[src/rtl/rdw_pkg.sv]
package rdw_pkg;

  localparam int WORD_W    = 32;
  localparam int SIZE_W    = 13;
  localparam int OWN_BIT   = 31;
  localparam int DAF_BIT   = 30;
  localparam int LAST_BIT  = 8;
  localparam int CHAIN_BIT = 14;
  localparam int EOR_BIT   = 15;
  localparam int SIZE2_LSB = 16;
  localparam int BASIC_LAST_IDX = 3;
  localparam int EXT_LAST_IDX   = 7;
  localparam int EXT_WB_IDX     = 4;

  typedef enum logic [3:0] {
    ST_IDLE,
    ST_RD0,
    ST_RDREST,
    ST_STALL,
    ST_BUF1,
    ST_BUF2,
    ST_WBX,
    ST_WB0,
    ST_NEXT
  } rdw_state_e;

  // strobes from control to datapath
  typedef struct packed {
    logic       memRd;
    logic       memWr;
    logic [2:0] wordIdx;
    logic       capture;
    logic       wbExt;
    logic       loadBase;
    logic       advance;
    logic       xferOn;
    logic       xferBuf2;
    logic       latchDone;
    logic       clearStat;
  } rdw_ctl_t;

  // descriptor facts from datapath to control
  typedef struct packed {
    logic own;
    logic size1Zero;
    logic size2Zero;
    logic chain;
  } rdw_flags_t;

endpackage

[src/rtl/rdw_ctrl.sv]
module rdw_ctrl
  import rdw_pkg::*;
(
  input  logic       clk,
  input  logic       rstN,
  input  logic       extMode,
  input  logic       pollDemand,
  input  logic       memAck,
  input  logic       xferDone,
  input  logic       xferFrameEnd,
  input  rdw_flags_t flags,
  output rdw_ctl_t   ctl,
  output logic       descUnavail
);

  rdw_state_e state, stateNext;
  logic [2:0] idx;
  logic [2:0] lastIdx;
  rdw_state_e wbState;
  rdw_state_e afterBuf1;

  assign lastIdx   = extMode ? 3'(EXT_LAST_IDX) : 3'(BASIC_LAST_IDX);
  assign wbState   = extMode ? ST_WBX : ST_WB0;
  assign afterBuf1 = (flags.chain || flags.size2Zero) ? wbState : ST_BUF2;

  always_comb begin
    ctl       = '0;
    stateNext = state;
    unique case (state)
      ST_IDLE: begin
        if (pollDemand) begin
          ctl.loadBase = 1'b1;
          stateNext    = ST_RD0;
        end
      end
      ST_RD0: begin
        ctl.memRd   = 1'b1;
        ctl.wordIdx = 3'd0;
        if (memAck) begin
          ctl.capture   = 1'b1;
          ctl.clearStat = 1'b1;
          stateNext     = ST_RDREST;
        end
      end
      ST_RDREST: begin
        if (!flags.own) begin
          stateNext = ST_STALL;
        end else begin
          ctl.memRd   = 1'b1;
          ctl.wordIdx = idx;
          if (memAck) begin
            ctl.capture = 1'b1;
            if (idx == lastIdx) stateNext = ST_BUF1;
          end
        end
      end
      ST_STALL: begin
        if (pollDemand) stateNext = ST_RD0;
      end
      ST_BUF1: begin
        if (flags.size1Zero) begin
          stateNext = afterBuf1;
        end else begin
          ctl.xferOn = 1'b1;
          if (xferDone) begin
            ctl.latchDone = 1'b1;
            stateNext     = xferFrameEnd ? wbState : afterBuf1;
          end
        end
      end
      ST_BUF2: begin
        if (flags.size2Zero) begin
          stateNext = wbState;
        end else begin
          ctl.xferOn   = 1'b1;
          ctl.xferBuf2 = 1'b1;
          if (xferDone) begin
            ctl.latchDone = 1'b1;
            stateNext     = wbState;
          end
        end
      end
      ST_WBX: begin
        ctl.memWr   = 1'b1;
        ctl.wbExt   = 1'b1;
        ctl.wordIdx = 3'(EXT_WB_IDX);
        if (memAck) stateNext = ST_WB0;
      end
      ST_WB0: begin
        ctl.memWr   = 1'b1;
        ctl.wordIdx = 3'd0;
        if (memAck) stateNext = ST_NEXT;
      end
      ST_NEXT: begin
        ctl.advance = 1'b1;
        stateNext   = ST_RD0;
      end
      default: stateNext = ST_IDLE;
    endcase
  end

  always_ff @(posedge clk) begin
    if (!rstN) begin
      state <= ST_IDLE;
      idx   <= 3'd1;
    end else begin
      state <= stateNext;
      if (state == ST_RD0 && memAck) begin
        idx <= 3'd1;
      end else if (state == ST_RDREST && flags.own && memAck) begin
        idx <= idx + 3'd1;
      end
    end
  end

  assign descUnavail = (state == ST_STALL);

endmodule

[src/rtl/rdw_datapath.sv]
module rdw_datapath
  import rdw_pkg::*;
#(
  parameter int ADDR_W = 32
) (
  input  logic                clk,
  input  logic                rstN,
  input  rdw_ctl_t            ctl,
  input  logic                extMode,
  input  logic [ADDR_W-1:0]   listBase,
  input  logic [WORD_W-1:0]   memRdata,
  input  logic                xferFrameEnd,
  input  logic                xferDaFail,
  input  logic [WORD_W-1:0]   extStatus,
  output rdw_flags_t          flags,
  output logic                memReq,
  output logic                memWe,
  output logic [ADDR_W-1:0]   memAddr,
  output logic [WORD_W-1:0]   memWdata,
  output logic                xferValid,
  output logic [WORD_W-1:0]   xferAddr,
  output logic [SIZE_W-1:0]   xferLen
);

  localparam int STEP_BASIC = (BASIC_LAST_IDX + 1) * 4;
  localparam int STEP_EXT   = (EXT_LAST_IDX + 1) * 4;

  logic [ADDR_W-1:0] curAddr;
  logic [ADDR_W-1:0] nextAddr;
  logic              ownQ;
  logic [WORD_W-1:0] descWord [1:3];
  logic              statLast;
  logic              statDaf;
  logic [WORD_W-1:0] extLatch;
  logic [WORD_W-1:0] statusWord;
  logic [SIZE_W-1:0] size1;
  logic [SIZE_W-1:0] size2;
  logic              chainBit;
  logic              eorBit;
  logic              unusedW1;

  // capture registers for the control and pointer words
  for (genvar g = 1; g <= 3; g++) begin : g_word
    always_ff @(posedge clk) begin
      if (!rstN) begin
        descWord[g] <= '0;
      end else if (ctl.capture && ctl.wordIdx == 3'(g)) begin
        descWord[g] <= memRdata;
      end
    end
  end

  always_ff @(posedge clk) begin
    if (!rstN) begin
      ownQ <= 1'b0;
    end else if (ctl.capture && ctl.wordIdx == 3'd0) begin
      ownQ <= memRdata[OWN_BIT];
    end
  end

  assign size1    = descWord[1][SIZE_W-1:0];
  assign size2    = descWord[1][SIZE2_LSB +: SIZE_W];
  assign chainBit = descWord[1][CHAIN_BIT];
  assign eorBit   = descWord[1][EOR_BIT];
  assign unusedW1 = ^{descWord[1][WORD_W-1:SIZE2_LSB+SIZE_W], descWord[1][SIZE_W]};

  assign flags.own       = ownQ;
  assign flags.size1Zero = (size1 == '0);
  assign flags.size2Zero = (size2 == '0);
  assign flags.chain     = chainBit;

  // per-descriptor completion record
  always_ff @(posedge clk) begin
    if (!rstN) begin
      statLast <= 1'b0;
      statDaf  <= 1'b0;
      extLatch <= '0;
    end else if (ctl.clearStat) begin
      statLast <= 1'b0;
      statDaf  <= 1'b0;
      extLatch <= '0;
    end else if (ctl.latchDone) begin
      extLatch <= extStatus;
      if (xferFrameEnd) begin
        statLast <= 1'b1;
        statDaf  <= xferDaFail;
      end
    end
  end

  // follow-on descriptor address
  always_comb begin
    if (chainBit)    nextAddr = descWord[3][ADDR_W-1:0];
    else if (eorBit) nextAddr = listBase;
    else             nextAddr = curAddr + ADDR_W'(extMode ? STEP_EXT : STEP_BASIC);
  end

  always_ff @(posedge clk) begin
    if (!rstN) begin
      curAddr <= '0;
    end else if (ctl.loadBase) begin
      curAddr <= listBase;
    end else if (ctl.advance) begin
      curAddr <= nextAddr;
    end
  end

  always_comb begin
    statusWord            = '0;
    statusWord[DAF_BIT]   = statDaf;
    statusWord[LAST_BIT]  = statLast;
    statusWord[0]         = extMode;
  end

  assign memReq    = ctl.memRd | ctl.memWr;
  assign memWe     = ctl.memWr;
  assign memAddr   = curAddr + ADDR_W'({ctl.wordIdx, 2'b00});
  assign memWdata  = ctl.wbExt ? extLatch : statusWord;
  assign xferValid = ctl.xferOn;
  assign xferAddr  = ctl.xferBuf2 ? descWord[3] : descWord[2];
  assign xferLen   = ctl.xferBuf2 ? size2 : size1;

endmodule

[src/rtl/rx_desc_walker.sv]
module rx_desc_walker
  import rdw_pkg::*;
#(
  parameter int ADDR_W = 32
) (
  input  logic              clk,
  input  logic              rstN,
  input  logic              extMode,
  input  logic [ADDR_W-1:0] listBase,
  input  logic              pollDemand,
  output logic              descUnavail,
  output logic              memReq,
  output logic              memWe,
  output logic [ADDR_W-1:0] memAddr,
  output logic [31:0]       memWdata,
  input  logic              memAck,
  input  logic [31:0]       memRdata,
  output logic              xferValid,
  output logic [31:0]       xferAddr,
  output logic [12:0]       xferLen,
  input  logic              xferDone,
  input  logic              xferFrameEnd,
  input  logic              xferDaFail,
  input  logic [31:0]       extStatus
);

  rdw_ctl_t   ctl;
  rdw_flags_t flags;

  rdw_ctrl i_ctrl (
    .clk          (clk),
    .rstN         (rstN),
    .extMode      (extMode),
    .pollDemand   (pollDemand),
    .memAck       (memAck),
    .xferDone     (xferDone),
    .xferFrameEnd (xferFrameEnd),
    .flags        (flags),
    .ctl          (ctl),
    .descUnavail  (descUnavail)
  );

  rdw_datapath #(.ADDR_W(ADDR_W)) i_datapath (
    .clk          (clk),
    .rstN         (rstN),
    .ctl          (ctl),
    .extMode      (extMode),
    .listBase     (listBase),
    .memRdata     (memRdata),
    .xferFrameEnd (xferFrameEnd),
    .xferDaFail   (xferDaFail),
    .extStatus    (extStatus),
    .flags        (flags),
    .memReq       (memReq),
    .memWe        (memWe),
    .memAddr      (memAddr),
    .memWdata     (memWdata),
    .xferValid    (xferValid),
    .xferAddr     (xferAddr),
    .xferLen      (xferLen)
  );

endmodule

[config.mk]
export PLATFORM = sky130hd
export DESIGN_NAME = rx_desc_walker
export DESIGN_NICKNAME = d
export VERILOG_FILES = /design/src/rtl/rdw_pkg.sv /design/src/rtl/rdw_ctrl.sv /design/src/rtl/rdw_datapath.sv /design/src/rtl/rx_desc_walker.sv
export SDC_FILE = /design/constraint.sdc
export NUM_CORES = 1
export LEC_CHECK = 0
export ABC_AREA = 1
export ABC_CLOCK_PERIOD_IN_PS = 3800
export BUFFER_PORTS_ARGS = -buffer_cell sky130_fd_sc_hd__buf_2
export CORE_UTILIZATION = 35
export DETAILED_ROUTE_END_ITERATION = 6
export PLACE_DENSITY = 0.55
export SYNTH_ARGS = -nofsm -noshare
export SYNTH_HDL_FRONTEND = slang
export SYNTH_SLANG_ARGS = --single-unit
[constraint.sdc]
create_clock -name clk -period 3.8 [get_ports clk]
set_clock_uncertainty 0.2 [all_clocks]
set_input_delay 1.14 -clock clk [delete_from_list [all_inputs] [get_ports clk]]
set_output_delay 1.14 -clock clk [all_outputs]
set_load 0.02 [all_outputs]
==> impl_results.md <==
- Status: finished, final reports clean
- Area contributors post-synth: edfxtp_1 30%, dfxtp_1 16%, nand2_1 9.3%, nor2_1 9.0%, inv_1 6.4%
- DR iter-0 viols: 646
- # placed instances: 1734
- YS warnings: 0
- Sequential share of the synthesized area: 0.461
- DR top layer: met4
- Rows: 59
- Full die area: between 20000 and 30000 um^2
- IO buf count: around 220
- Met3 wire len: 2.04 mm
- Most common cell in the netlist: nand2_1
- Mapped Nets: 1321
- Unrepaired setup endpoints after global routing: yes
- Fmax: about 260 MHz
- HPWL after DPL: 23.7 mm
- # diodes: 0
- Buf+Inv Stages, Crit Path: 4
- Worst Reg-to-Reg Cells: 9
- Top cell type's share of synthesized area: 0.300
- Nets@finish: roughly 1600
- VDD IR-drop max: roughly 0.00032 V
- Die Wd: between 150 and 200 um
- Worst setup EP type: output port
- Max-slew headroom: 0.440
- Cts hold-fix bufs: 0
- Setup CP Type: reg2out
- Ys flop type: edfxtp_1
- Final Slew Violations: 0
- Vias in the first global route: around 8200
- DR vias: a little under 9000
- Initial Utilization: 0.356
- Vias/cell: between 4 and 5
- DR WL/cell: 18.1 um
- Power Dens Cells: about 470 nW/um^2
- Period utilisation layout: 0.998
- Drt pass-1 iters: 5
- Final setup viols: 0
- Largest net degree at the start of global routing: just over 60
- P&R area growth vs syn: 28.1%
- Ports: 217
- Synth async-reset ratio: 0
- Distinct cell type count after synthesis: 42
- FF-to-FF End: i_datapath.curAddr[20]
- Measured slew at the worst slew-check pin: 0.839 ns
- Critical Path Fanout Max: 7
- Core box area: 25900 um^2
- Routed Antenna Nets: 0
- WL met1: between 10 and 15 mm
- Post-synthesis average cell area: between 7 and 8 um^2
- Hold wc startpoint: i_datapath.extLatch[24]
- Worst skew pair latency: 0.44 ns
- WP data required: ~2.5 ns
- Total power: approximately 5600 uW
- Final WL: between 30 and 40 mm
- Gate Count Post-Synth: roughly 1200
- Final non-filler cell total: around 1800
- Crit-path leading delay family: simple AND/OR/NAND/NOR gates
- Critical path startpoint category: flop
- Reg clk slew, reported paths: roughly 0.07 ns
- CTS root buf: clkbuf_16
- Critical-path cell list: inv_4 -> nor2_4 -> nand3_4 -> o21ai_4 -> ha_4 -> inv_4 -> a21oi_2 -> nand2_2 -> nand2_8 -> buf_6 -> nand3_2 -> xnor2_1 -> buf_4
- First-pass GRT wire length: 47.1 mm
- Layout cells sized above 1: 0.272
- Worst min path class: reg2reg
- Register-to-register path setup slack: roughly 1.2 ns
- Commonest cells post-synth: 228 x nand2_1, 222 x nor2_1, 157 x inv_1, 103 x a21oi_1, 92 x edfxtp_1
- EDFF count, synth: 92
- Crit-path slowest cell: dfxtp_2
- Max Root-Sink Buffers: 2
- Max-cap viol count: 0
- H-tree depth: 4
- Inserted Clock Buffers: 17
- Gr ovfl total: 0
- Hold endpoint: i_datapath.extLatch[24]
- CTS tree: yes
- FF-to-FF Start: i_datapath.curAddr[5]
- Total GRT Usage: 0.236
- Initial antenna violation count: 0
- Filler cells: roughly 2700
- Hold WS: approximately 0.25 ns
- Clk sinks: about 170
- Leak: approximately 0.0053 uW
- DR WL met2: 14.8 mm
- Final Hold Violating Endpoints: 0
- Critical path arrival: 2.45 ns
- Cell mode on critical path: inv_4
- Synth Register Bits: between 150 and 200
- Slowest stage delay, CP: ~0.37 ns
- DRC viols: 0
- Post-route minimum period: approximately 3.8 ns
- Hold depth: 2
- Mapped Area: around 9000 um^2
- RD Place Congestion: between 0.9 and 1
- Cell taking the most area after synthesis: edfxtp_1
- Die Y: 164 um
==> final cells by class <==
cell class	count	area [um^2]	share of cell area
flip-flops and latches	166	4250	0.360
repair buffers	261	1570	0.133
multi-input cells	828	4330	0.367
clock buffers	17	425	0.0361
clock inverters	15	168	0.0142
inverters	166	636	0.0539
well taps	335	419	0.0355
==> kinds of logic after synthesis <==
family                     share of synthesized area
xor gates and xnor gates                      0.0228
muxes                                         0.0391
buffers and inverters                         0.0926
adders and majority gates                     0.0103
AOI/OAI and AO/OA                              0.129
DFF                                            0.461
and+or+nand+nor                                0.246
==> sequential cells by signal (all words and copies together), names as in the netlist <==
register             flops
i_datapath.ownQ          1
i_datapath.extLatch     32
i_datapath.descWord     92
i_datapath.statDaf       1
i_datapath.statLast      1
i_ctrl.state             4
i_ctrl.idx               3
i_datapath.curAddr      32
==> cell usage in the layout (no fill, tap or decap), types with 5 or more instances in the layout <==
master | synthesis | routed
dfxtp_1 | 74 | 69
nor2_1 | 222 | 217
o21ai_0 | 89 | 85
o21ai_1 | 7 | 9
nand2_2 | 7 | 11
inv_1 | 157 | 152
inv_6 | 0 | 5
edfxtp_1 | 92 | 92
clkbuf_16 | 0 | 19
a31oi_1 | 6 | 6
buf_2 | 16 | 194
inv_2 | 9 | 9
a221oi_1 | 10 | 10
nand4_1 | 11 | 11
nand2_1 | 228 | 218
xor2_1 | 23 | 22
nand3_1 | 44 | 40
buf_6 | 2 | 10
nand2_4 | 1 | 6
a21oi_1 | 103 | 102
nor3_1 | 13 | 11
inv_4 | 0 | 5
buf_4 | 2 | 53
mux2_2 | 32 | 32
==> worst min-delay path: cells and delay by family (launching register included) <==
family | cells | cell delay, ns
buffers and inverters | 1 | 0.06
DFF | 1 | 0.30
AOI/OAI and AO/OA | 1 | 0.05
==> layer usage <==
layer | vias to the layer above | track usage
met1 | 4192 | 0.333
met3 | 37 | 0.0404
met2 | 289 | 0.369
met5 | - | 0
met4 | 0 | 0.0631
li1 | 4401 | -
==> how the worst max path moves through the flow <==
stage	startpoint	endpoint	slack, ns	depth (start not counted)
6_report	i_ctrl.state[1]	memAddr[15]	0.009	13
5_1_grt	i_ctrl.state[1]	memAddr[15]	-0.12	13
2_1_floorplan	i_ctrl.state[1]	memAddr[18]	0.29	11
3_3_place_gp	i_ctrl.state[1]	memAddr[20]	0.26	16
3_5_place_dp	extMode	i_datapath.curAddr[20]	0.26	12
4_1_cts	i_ctrl.state[1]	memAddr[30]	-0.03	16
==> timing repair <==
| item | in CTS | in global routing |
|---|---|---|
| gates resized for setup | 29 | 66 |
| pin swaps | 11 | 23 |
| gates cloned | 0 | 2 |
| endpoints found under the setup margin | 26 | 69 |
| setup buffers | 14 | 6 |
==> where the power goes <==
part	internal [uW]	switching, uW	leakage, uW
clock	887	861	0.000288
sequential	2050	213	0.00155
combinational	566	1010	0.00343
==> per-stage QoR <==
| stage | instance area, um^2 | TNS [ns] | utilization | setup slack [ns] |
|---|---|---|---|---|
| floorplan | 9210 | 0 | - | 0.290 |
| detailed placement | 10700 | 0 | 0.412 | 0.258 |
| finish | 11800 | 0 | 0.455 | 0.00927 |
| global placement | 10700 | 0 | 0.412 | 0.265 |
| CTS | 11500 | -0.0493 | 0.443 | -0.0258 |
| global route | 11800 | -1.75 | 0.455 | -0.116 |
Power figures use the tool's default switching activity.
